$ cat config.mk
export PLATFORM = sky130hd
export DESIGN_NAME = reorder_buf
export DESIGN_NICKNAME = d
export VERILOG_FILES = /design/src/rtl/rob_pkg.sv /design/src/rtl/rob_ptrs.sv /design/src/rtl/rob_store.sv /design/src/rtl/rob_retire.sv /design/src/rtl/reorder_buf.sv
export SDC_FILE = /design/constraint.sdc
export NUM_CORES = 1
export LEC_CHECK = 0
export BUFFER_PORTS_ARGS = -buffer_cell sky130_fd_sc_hd__buf_2
export CORE_UTILIZATION = 40
export DETAILED_ROUTE_END_ITERATION = 7
export PLACE_DENSITY_LB_ADDON = 0.25
export SETUP_SLACK_MARGIN = 0.4
export SLEW_MARGIN = 20
export SYNTH_ARGS = -nofsm -noshare
export SYNTH_HDL_FRONTEND = slang
export SYNTH_HIERARCHICAL = 1
export SYNTH_SLANG_ARGS = --single-unit
$ cat constraint.sdc
create_clock -name clk -period 20.5 [get_ports clk]
set_clock_uncertainty 0.15 [all_clocks]
set_input_delay 1.025 -clock clk [delete_from_list [all_inputs] [get_ports clk]]
set_output_delay 1.025 -clock clk [all_outputs]
set_load 0.05 [all_outputs]
$ cat src/rtl/rob_pkg.sv
package rob_pkg;
  typedef enum logic [1:0] {
    KIND_REG    = 2'b00,
    KIND_STORE  = 2'b01,
    KIND_BRANCH = 2'b10
  } rob_kind_e;
endpackage

$ cat src/rtl/rob_ptrs.sv
module rob_ptrs #(
  parameter int DEPTH = 8,
  localparam int PTR_W = $clog2(DEPTH),
  localparam int CNT_W = $clog2(DEPTH + 1)
) (
  input  logic             clk,
  input  logic             rst_n,
  input  logic             alloc,
  input  logic             retire,
  input  logic             flush,
  output logic [PTR_W-1:0] head,
  output logic [PTR_W-1:0] tail,
  output logic [CNT_W-1:0] count,
  output logic             full
);
  function automatic logic [PTR_W-1:0] bump(input logic [PTR_W-1:0] p);
    return (p == PTR_W'(DEPTH - 1)) ? '0 : p + 1'b1;
  endfunction

  always_ff @(posedge clk) begin
    if (!rst_n || flush) begin
      head  <= '0;
      tail  <= '0;
      count <= '0;
    end else begin
      if (retire) head <= bump(head);
      if (alloc)  tail <= bump(tail);
      count <= count + CNT_W'(alloc) - CNT_W'(retire);
    end
  end

  assign full = (count == CNT_W'(DEPTH));


  no_overflow_chk: assert property (@(posedge clk) disable iff (!rst_n)
    count <= CNT_W'(DEPTH));

  same_cycle_count_chk: assert property (@(posedge clk) disable iff (!rst_n)
    (alloc && retire && !flush) |=> (count == $past(count)));

  flush_empty_chk: assert property (@(posedge clk) disable iff (!rst_n)
    flush |=> (count == '0 && head == '0 && tail == '0));
endmodule

$ cat src/rtl/rob_store.sv
module rob_store
  import rob_pkg::*;
#(
  parameter int DEPTH = 8,
  parameter int DW = 32,
  parameter int AW = 32,
  parameter int PW = 32,
  localparam int PTR_W = $clog2(DEPTH)
) (
  input  logic             clk,
  input  logic             rst_n,
  input  logic             flush,
  input  logic             alloc,
  input  logic [PTR_W-1:0] tail,
  input  rob_kind_e        a_kind,
  input  logic [AW-1:0]    a_dest,
  input  logic [PW-1:0]    a_pc,
  input  logic             wr_en,
  input  logic [PTR_W-1:0] wr_tag,
  input  logic [DW-1:0]    wr_value,
  input  logic             wr_exc,
  input  logic             wr_mis,
  input  logic             retire,
  input  logic [PTR_W-1:0] head,
  input  logic [PTR_W-1:0] lk_tag,
  output logic             lk_hit,
  output logic [DW-1:0]    lk_value,
  output logic             h_ready,
  output logic             h_exc,
  output logic             h_mis,
  output rob_kind_e        h_kind,
  output logic [AW-1:0]    h_dest,
  output logic [DW-1:0]    h_value,
  output logic [PW-1:0]    h_pc
);
  logic [DEPTH-1:0] used_q, done_q, exc_q, mis_q;
  rob_kind_e        kind_q [DEPTH];
  logic [AW-1:0]    dest_q [DEPTH];
  logic [DW-1:0]    val_q  [DEPTH];
  logic [PW-1:0]    pc_q   [DEPTH];

  for (genvar i = 0; i < DEPTH; i++) begin : g_ent
    always_ff @(posedge clk) begin
      if (!rst_n || flush) begin
        used_q[i] <= 1'b0;
        done_q[i] <= 1'b0;
        exc_q[i]  <= 1'b0;
        mis_q[i]  <= 1'b0;
      end else if (alloc && tail == PTR_W'(i)) begin
        used_q[i] <= 1'b1;
        done_q[i] <= 1'b0;
        exc_q[i]  <= 1'b0;
        mis_q[i]  <= 1'b0;
        kind_q[i] <= a_kind;
        dest_q[i] <= a_dest;
        pc_q[i]   <= a_pc;
      end else if (retire && head == PTR_W'(i)) begin
        used_q[i] <= 1'b0;
        done_q[i] <= 1'b0;
      end else if (wr_en && wr_tag == PTR_W'(i) && used_q[i]) begin
        done_q[i] <= 1'b1;
        val_q[i]  <= wr_value;
        exc_q[i]  <= wr_exc;
        mis_q[i]  <= wr_mis;
      end
    end
  end

  assign lk_hit   = used_q[lk_tag] && done_q[lk_tag];
  assign lk_value = val_q[lk_tag];

  assign h_ready = used_q[head] && done_q[head];
  assign h_exc   = exc_q[head];
  assign h_mis   = mis_q[head];
  assign h_kind  = kind_q[head];
  assign h_dest  = dest_q[head];
  assign h_value = val_q[head];
  assign h_pc    = pc_q[head];


  cdb_capture_chk: assert property (@(posedge clk) disable iff (!rst_n)
    (wr_en && used_q[wr_tag] && !flush && !(retire && head == wr_tag) &&
     !(alloc && tail == wr_tag))
    |=> (done_q[$past(wr_tag)] && val_q[$past(wr_tag)] == $past(wr_value)));
endmodule

$ cat src/rtl/rob_retire.sv
module rob_retire
  import rob_pkg::*;
#(
  parameter int DW = 32,
  parameter int AW = 32,
  parameter int PW = 32
) (
  input  logic          clk,
  input  logic          rst_n,
  input  logic          h_ready,
  input  logic          h_exc,
  input  logic          h_mis,
  input  rob_kind_e     h_kind,
  input  logic [AW-1:0] h_dest,
  input  logic [DW-1:0] h_value,
  input  logic [PW-1:0] h_pc,
  input  logic          cm_ready,
  output logic          cm_valid,
  output logic [1:0]    cm_kind,
  output logic [AW-1:0] cm_dest,
  output logic [DW-1:0] cm_value,
  output logic          retire,
  output logic          flush,
  output logic [PW-1:0] flush_pc,
  output logic          exc_take,
  output logic [PW-1:0] exc_pc
);
  logic mis_take;

  assign exc_take = h_ready && h_exc;
  assign mis_take = h_ready && !h_exc && h_mis;
  assign flush    = exc_take || mis_take;
  assign flush_pc = exc_take ? h_pc : PW'(h_value);
  assign exc_pc   = h_pc;

  assign cm_valid = h_ready && !flush;
  assign cm_kind  = h_kind;
  assign cm_dest  = h_dest;
  assign cm_value = h_value;
  assign retire   = cm_valid && cm_ready;


  exc_flushes_chk: assert property (@(posedge clk) disable iff (!rst_n)
    exc_take |-> (flush && !cm_valid));

  commit_hold_chk: assert property (@(posedge clk) disable iff (!rst_n)
    (cm_valid && !cm_ready) |=>
      (cm_valid && $stable(cm_value) && $stable(cm_dest) && $stable(cm_kind)));

  commit_excl_chk: assert property (@(posedge clk) disable iff (!rst_n)
    !(cm_valid && flush));
endmodule

$ cat src/rtl/reorder_buf.sv
module reorder_buf
  import rob_pkg::*;
#(
  parameter int DEPTH = 8,
  parameter int DW = 32,
  parameter int AW = 32,
  parameter int PW = 32,
  localparam int TW = $clog2(DEPTH),
  localparam int CNT_W = $clog2(DEPTH + 1)
) (
  input  logic          clk,
  input  logic          rst_n,
  input  logic          iss_valid,
  output logic          iss_ready,
  input  logic [1:0]    iss_kind,
  input  logic [AW-1:0] iss_dest,
  input  logic [PW-1:0] iss_pc,
  output logic [TW-1:0] iss_tag,
  input  logic          cdb_valid,
  input  logic [TW-1:0] cdb_tag,
  input  logic [DW-1:0] cdb_value,
  input  logic          cdb_exc,
  input  logic          cdb_mispred,
  input  logic [TW-1:0] lk_tag,
  output logic          lk_hit,
  output logic [DW-1:0] lk_value,
  output logic          cm_valid,
  input  logic          cm_ready,
  output logic [1:0]    cm_kind,
  output logic [AW-1:0] cm_dest,
  output logic [DW-1:0] cm_value,
  output logic          flush_o,
  output logic [PW-1:0] flush_pc,
  output logic          exc_o,
  output logic [PW-1:0] exc_pc
);
  logic [TW-1:0]    head, tail;
  logic [CNT_W-1:0] count;
  logic             full, alloc, retire, flush;
  logic             h_ready, h_exc, h_mis;
  rob_kind_e        h_kind;
  logic [AW-1:0]    h_dest;
  logic [DW-1:0]    h_value;
  logic [PW-1:0]    h_pc;

  assign iss_ready = !full && !flush;
  assign alloc     = iss_valid && iss_ready;
  assign iss_tag   = tail;
  assign flush_o   = flush;

  rob_ptrs #(.DEPTH(DEPTH)) u_ptrs (
    .clk(clk), .rst_n(rst_n), .alloc(alloc), .retire(retire), .flush(flush),
    .head(head), .tail(tail), .count(count), .full(full)
  );

  rob_store #(.DEPTH(DEPTH), .DW(DW), .AW(AW), .PW(PW)) u_store (
    .clk(clk), .rst_n(rst_n), .flush(flush),
    .alloc(alloc), .tail(tail), .a_kind(rob_kind_e'(iss_kind)),
    .a_dest(iss_dest), .a_pc(iss_pc),
    .wr_en(cdb_valid), .wr_tag(cdb_tag), .wr_value(cdb_value),
    .wr_exc(cdb_exc), .wr_mis(cdb_mispred),
    .retire(retire), .head(head),
    .lk_tag(lk_tag), .lk_hit(lk_hit), .lk_value(lk_value),
    .h_ready(h_ready), .h_exc(h_exc), .h_mis(h_mis), .h_kind(h_kind),
    .h_dest(h_dest), .h_value(h_value), .h_pc(h_pc)
  );

  rob_retire #(.DW(DW), .AW(AW), .PW(PW)) u_retire (
    .clk(clk), .rst_n(rst_n),
    .h_ready(h_ready), .h_exc(h_exc), .h_mis(h_mis), .h_kind(h_kind),
    .h_dest(h_dest), .h_value(h_value), .h_pc(h_pc),
    .cm_ready(cm_ready), .cm_valid(cm_valid), .cm_kind(cm_kind),
    .cm_dest(cm_dest), .cm_value(cm_value), .retire(retire),
    .flush(flush), .flush_pc(flush_pc), .exc_take(exc_o), .exc_pc(exc_pc)
  );


  full_blocks_issue_chk: assert property (@(posedge clk) disable iff (!rst_n)
    full |-> !iss_ready);

  tag_advance_chk: assert property (@(posedge clk) disable iff (!rst_n)
    (alloc && !flush && tail != TW'(DEPTH - 1)) |=> (tail == $past(tail) + 1'b1));
endmodule

==> results_dict.tcl, run 1 <==
set metrics [dict create \
    synth_area_mm2 0.0352 \
    ir_drop_mv 0.0591 \
    cts_resized 0 \
    cp_num_buf_inv 3 \
    synthTopCellsByArea "edfxtp_1, mux4_2, mux2_2, dfxtp_1, buf_4" \
    arrival_ps 4760 \
    cts_max_level 3 \
    fmax_mhz 168 \
    ios 281 \
    start_kind "flop" \
    yosysMostFrequentCell "edfxtp_1" \
    p_leak_nw 12.8 \
    ff2ff_setup_slack_ps 14670 \
    die_w_um 299 \
    tns_ps 0 \
    synthCells 1689 \
    path_clk_slew_ps 60 \
    vias_per_cell 5.53 \
    grt.met2_usage_pct 31.2 \
    drive_gt1_share_pct 46.0 \
    pre_cts_slack_ps 14640 \
    gp_congestion 0.796 \
    hpwl_um 50000 \
    synth_edf_count 784 \
    hold_viol_final 0 \
    synthArstFlopShare_pct 0 \
    yosys_register_bits 826 \
    finalMaxSlewViolations 0 \
    grtUsageTotal_pct 18.6 \
    nets 2015 \
    yosys_warnings 6 \
    regArea_mm2 0.0244 \
    io_buffer_count 280 \
    start_util_pct 40.5 \
    yosysSeqAreaShare_pct 69.3 \
    root_buffer "clkbuf_16" \
    core_mm2 0.0869 \
    run_status "finished clean" \
    yosys.area.top_type "edfxtp_1" \
    dp_cells 2960 \
    rsz0062_at_grt "false" \
    grt_max_degree 68 \
    wire_per_inst_um 26.7 \
    fin_crit_sh_pct 29.0 \
    clock_latency_ps 630 \
    cts.sinks 826 \
    grt_pass1_vias 18200 \
    ys.flop_type "edfxtp_1" \
    clockBufferDepth 3 \
    hold_buffers 0 \
    die_h_um 299 \
    use_met3_pct 4.77 \
    setup_viol 0 \
    drt_iter0_drc 1409 \
    max_stage_delay_ps 880 \
    area_growth_syn_to_layout_pct 13.9 \
    grt.met1_usage_pct 23.8 \
    power_w 0.00375 \
    drt_pre_antenna_iters 5 \
    cp_top_family "buffers and inverters" \
    syn_avg_cell_area_um2 20.8 \
    cpMaxStageDelayCell "buf_4" \
    synth_cell_types 50 \
    syn_nets 1810 \
    fillers 7214 \
    layout_setup_ws_ps 14570 \
    final_cells 3119 \
    grt_pass1_wl_um 122000 \
    cts_tree "yes" \
    p_per_area_mw_per_mm2 93.6 \
    end_kind "output pin" \
    min_path_type "flop to flop" \
    top_usage_layer "met2" \
    crit_top_cell "buf_4" \
    crit_fanout 50 \
    wl_um 83100 \
    detail-route-antenna-nets 0 \
    cts_buffers 87 \
    rows 108 \
    grt-ovfl-total 0 \
    multi_input_area_mm2 0.00954 \
    vias 17300 \
    antenna_found_initial 24 \
    yosysTopAreaCellShare_pct 66.9 \
    cap_violations 0 \
    worstSetupPathType "flop to output pin" \
    drc 0 \
    die_area_mm2 0.0892 \
    synth_commonest_cells "edfxtp_1, mux4_2, mux2_2" \
    path_cells "buf_4 -> buf_4 -> mux4_2 -> mux2_2 -> mux2_4 -> buf_2" \
    max_slew.worst_pin.slew_ps 1080 \
    required_ps 19330 \
    post-route-cell-area_mm2 0.0401 \
    min_period_ps 5940 \
    slew_headroom_pct 27.9 \
    dpl_cell_area_mm2 0.0371 \
    postCtsSetupBuffers 0 \
]
-- area by class of cell --
class	instances	share of cell area (%)
Tap cell	1155	3.60
Sequential cell	826	60.8
Inverter	16	0.150
Clock inverter	55	1.65
Timing Repair Buffer	315	4.17
Clock buffer	101	5.77
Multi-Input combinational cell	648	23.8
Antenna cell	3	0.0187
-- final timing paths --
kind	from	end	cells past startpoint
worst max-delay path	u_ptrs/head[0]	flush_pc[19]	6
worst min register to register	u_store/mis_q[3]	u_store/mis_q[3]	2
worst max register to register	u_ptrs/head[1]	u_store/dest_q[7][29]	8
worst min-delay path	u_store/mis_q[3]	u_store/mis_q[3]	2
-- per-stage QoR --
step / hold slack, ps / utilization [%]
6_report: 325 / 46.1
5_1_grt: 352 / 46.1
4_1_cts: 329 / 46.1
3_5_place_dp: 319 / 42.7
3_3_place_gp: 314 / 42.7
2_1_floorplan: 295 / -
-- report_power, final --
group	internal (W)	leakage, nW	switching, W
clock network	0.000994	1.45	0.000636
registers	0.00188	7.41	0.00000952
logic	0.0000706	3.97	0.000167
-- metal layers --
| layer | share of wire, % | routed length (µm) |
|---|---|---|
| met1 | 40 | 33300 |
| met2 | 51 | 42000 |
| met3 | 7.1 | 5890 |
| met4 | 2.1 | 1750 |
| met5 | 0.22 | 184 |
-- sequential cells by signal, summed over array words and instances (netlist names), 4 cells and up --
name,flops
u_store/done_q,8
u_store/val_q,256
u_store/used_q,8
u_store/mis_q,8
u_store/dest_q,256
u_ptrs/count,4
u_store/pc_q,256
u_store/exc_q,8
u_store/kind_q,16
-- worst register-to-register path, cell delays in order, from the launching register on --
cell and delay, ps:
dfxtp_4 780, buf_4 910, mux4_2 460, mux2_2 320
o21a_1 280, nor3b_2 690, nand3_1 350, nor2_4 610
buf_4 840
-- layout by cell type (no fill, tap or decap), types with 16 or more instances in the layout --
cell,count
edfxtp_1,784
buf_2,278
mux4_2,266
mux2_2,130
clkbuf_16,91
dfxtp_1,39
buf_4,36
a21oi_1,34
mux2_4,34
nand4_1,20
clkinv_1,18
o31ai_1,17
clkinv_2,16
inv_1,16
-- logic make-up (layout without fill, tap and decap cells) --
group                    after synthesis  after routing  synth area share (%)
AO/OA/AOI/OAI                         68             68                  1.16
multiplexers                         434            434                  22.7
AND/OR/NAND/NOR                      135            135                  2.50
XOR/XNOR                               1              1                0.0249
flip-flops                           826            826                  69.3
other                                  0              3                     0
adder cells (fa/ha/maj)               10             10                 0.377
buffers and inverters                215            487                  3.90
No activity file was read; power rests on OpenSTA's default activity.
==> run 2, diff against run 1 <==
- clock period: 20.5 -> 5.37 ns (I/O delays scaled with it)
==> results_dict.tcl, run 2 (synthesized netlist as in run 1, its figures left out) <==
set metrics [dict create \
    run_status "finished clean" \
    utilization_pct 47.7 \
    cts_max_level 3 \
    io_buffer_count 280 \
    r2r_cells 7 \
    detail-route-antenna-nets 0 \
    max_slew.worst_pin.slew_ps 1100 \
    drt_iter0_drc 1117 \
    ios 281 \
    die_w_um 299 \
    die_area_mm2 0.0892 \
    top_regs "u_store/dest_q: 256 flops, u_store/pc_q: 256 flops, u_store/val_q: 256 flops" \
    layout_common_cells "edfxtp_1, buf_2, mux4_2" \
    max_stage_delay_ps 930 \
    rsz0062_at_grt "false" \
    p_per_area_mw_per_mm2 345 \
    cts_buffers 91 \
    grt-ovfl-total 0 \
    vias_per_cell 5.47 \
    clockBufferDepth 3 \
    arrival_ps 4260 \
    mostFrequentLayoutCell "edfxtp_1" \
    p_leak_nw 13.4 \
    slew_headroom_pct 26.3 \
    required_ps 4950 \
    r2r_end "u_store/val_q[0][20]" \
    min_path_cells 4 \
    grt_pass1_vias 18600 \
    start_util_pct 40.5 \
    core_mm2 0.0869 \
    wire_per_inst_um 25.7 \
    fin_crit_sh_pct 87.1 \
    cap_violations 0 \
    gp_congestion 0.813 \
    grtUsageTotal_pct 18.7 \
    drt_pre_antenna_iters 5 \
    rows 108 \
    antenna_found_initial 14 \
    nets 2133 \
    cts_tree "yes" \
    grt_max_degree 138 \
    min_period_ps 4680 \
    cpMaxStageDelayCell "buf_4" \
    ir_drop_mv 0.198 \
    worstReg2RegStart "u_ptrs/head[2]" \
    fillers 7151 \
    min_path_type "input port to flop" \
    crit_fanout 137 \
    end_kind "output pin" \
    clock_latency_ps 630 \
    hold_buffers 102 \
    area_growth_syn_to_layout_pct 17.9 \
    grt_pass1_wl_um 123000 \
    vias 17800 \
    cts_resized 0 \
    setup_viol 0 \
    worstHoldEndpoint "u_store/mis_q[7]" \
    drc 0 \
    hp-start "cdb_valid" \
    tns_ps 0 \
    root_buffer "clkbuf_16" \
    die_h_um 299 \
    wl_um 83400 \
    worstSetupPathType "flop to output pin" \
    hpwl_um 50300 \
    hold_viol_final 0 \
    path_clk_slew_ps 60 \
    crit_top_cell "mux2_2" \
    ff2ff_setup_slack_ps 1270 \
    drive_gt1_share_pct 44.0 \
    finalMaxSlewViolations 0 \
    postCtsSetupBuffers 0 \
    cts.sinks 826 \
    path_cells "buf_12 -> buf_4 -> mux4_2 -> mux2_2 -> mux2_2 -> buf_2" \
    start_kind "flop" \
    fmax_mhz 214 \
]
==> run 2: cell count changes in the layout (fill, tap and decap cells not counted), sizes merged <==
| cell | change |
|---|---|
| dlygate4sd3 | +102 |
| clkbuf | +13 |
| buf | +12 |
| bufinv | -7 |
| clkinv | +5 |
| inv | +4 |
| diode | -1 |
==> run 2: per-stage QoR <==
stage	hold WS (ps)	std cells	instance area (µm²)	power, W	setup WS, ps
2_1_floorplan	217	1689	35300	0.00799	213
3_3_place_gp	317	2972	37500	0.00826	1340
3_5_place_dp	327	2972	37500	0.00829	1290
4_1_cts	18.9	3245	41500	0.0145	612
5_1_grt	88.8	3245	41500	0.0148	503
6_report	83.3	3247	41500	0.0143	694
==> run 2: layer usage <==
metal  vias up  global-route usage, %  part of all wire [%]
li1       7644                      -                     -
met1      9496                   24.2                    41
met2       499                   32.0                    50
met3       111                   3.84                   6.1
met4        18                   5.12                   2.0
met5         -                      0                  0.14
==> run 2: critical path, delay by kind of cell, from the launching register on <==
kind	cells	cell delay, ps
flops	1	510
buf+inv	3	1620
mux	3	1060
==> run 2: worst max-delay path by stage <==
stage                               from                   end  slack [ps]  depth (start not counted)
after floorplan           u_ptrs/head[0]  u_store/dest_q[4][0]         210                          9
after global placement    u_ptrs/head[2]  u_store/val_q[0][10]        1340                          7
after detailed placement  u_ptrs/head[2]   u_store/val_q[0][7]        1290                          7
after CTS                 u_ptrs/head[0]          flush_pc[24]         610                          6
after global routing      u_ptrs/head[0]          flush_pc[15]         500                          6
final                     u_ptrs/head[1]           flush_pc[0]         690                          6
==> run 2: final cells by class <==
type	count	area (µm²)	area share (%)
antenna	2	5.00	0.0121
sequential	826	24400	58.8
timing repair buffer	429	2990	7.22
inverter	16	60.1	0.145
clock inverter	57	503	1.21
tap	1155	1450	3.48
multi-input combinational	648	9610	23.2
clock buffer	114	2460	5.93
==> run 2: report_power, final <==
group          switching (W)  leakage, nW  internal [W]  total (W)
registers          0.0000419         7.41       0.00717    0.00721
clock network        0.00247         1.45       0.00363    0.00610
logic               0.000658         4.51      0.000338   0.000996
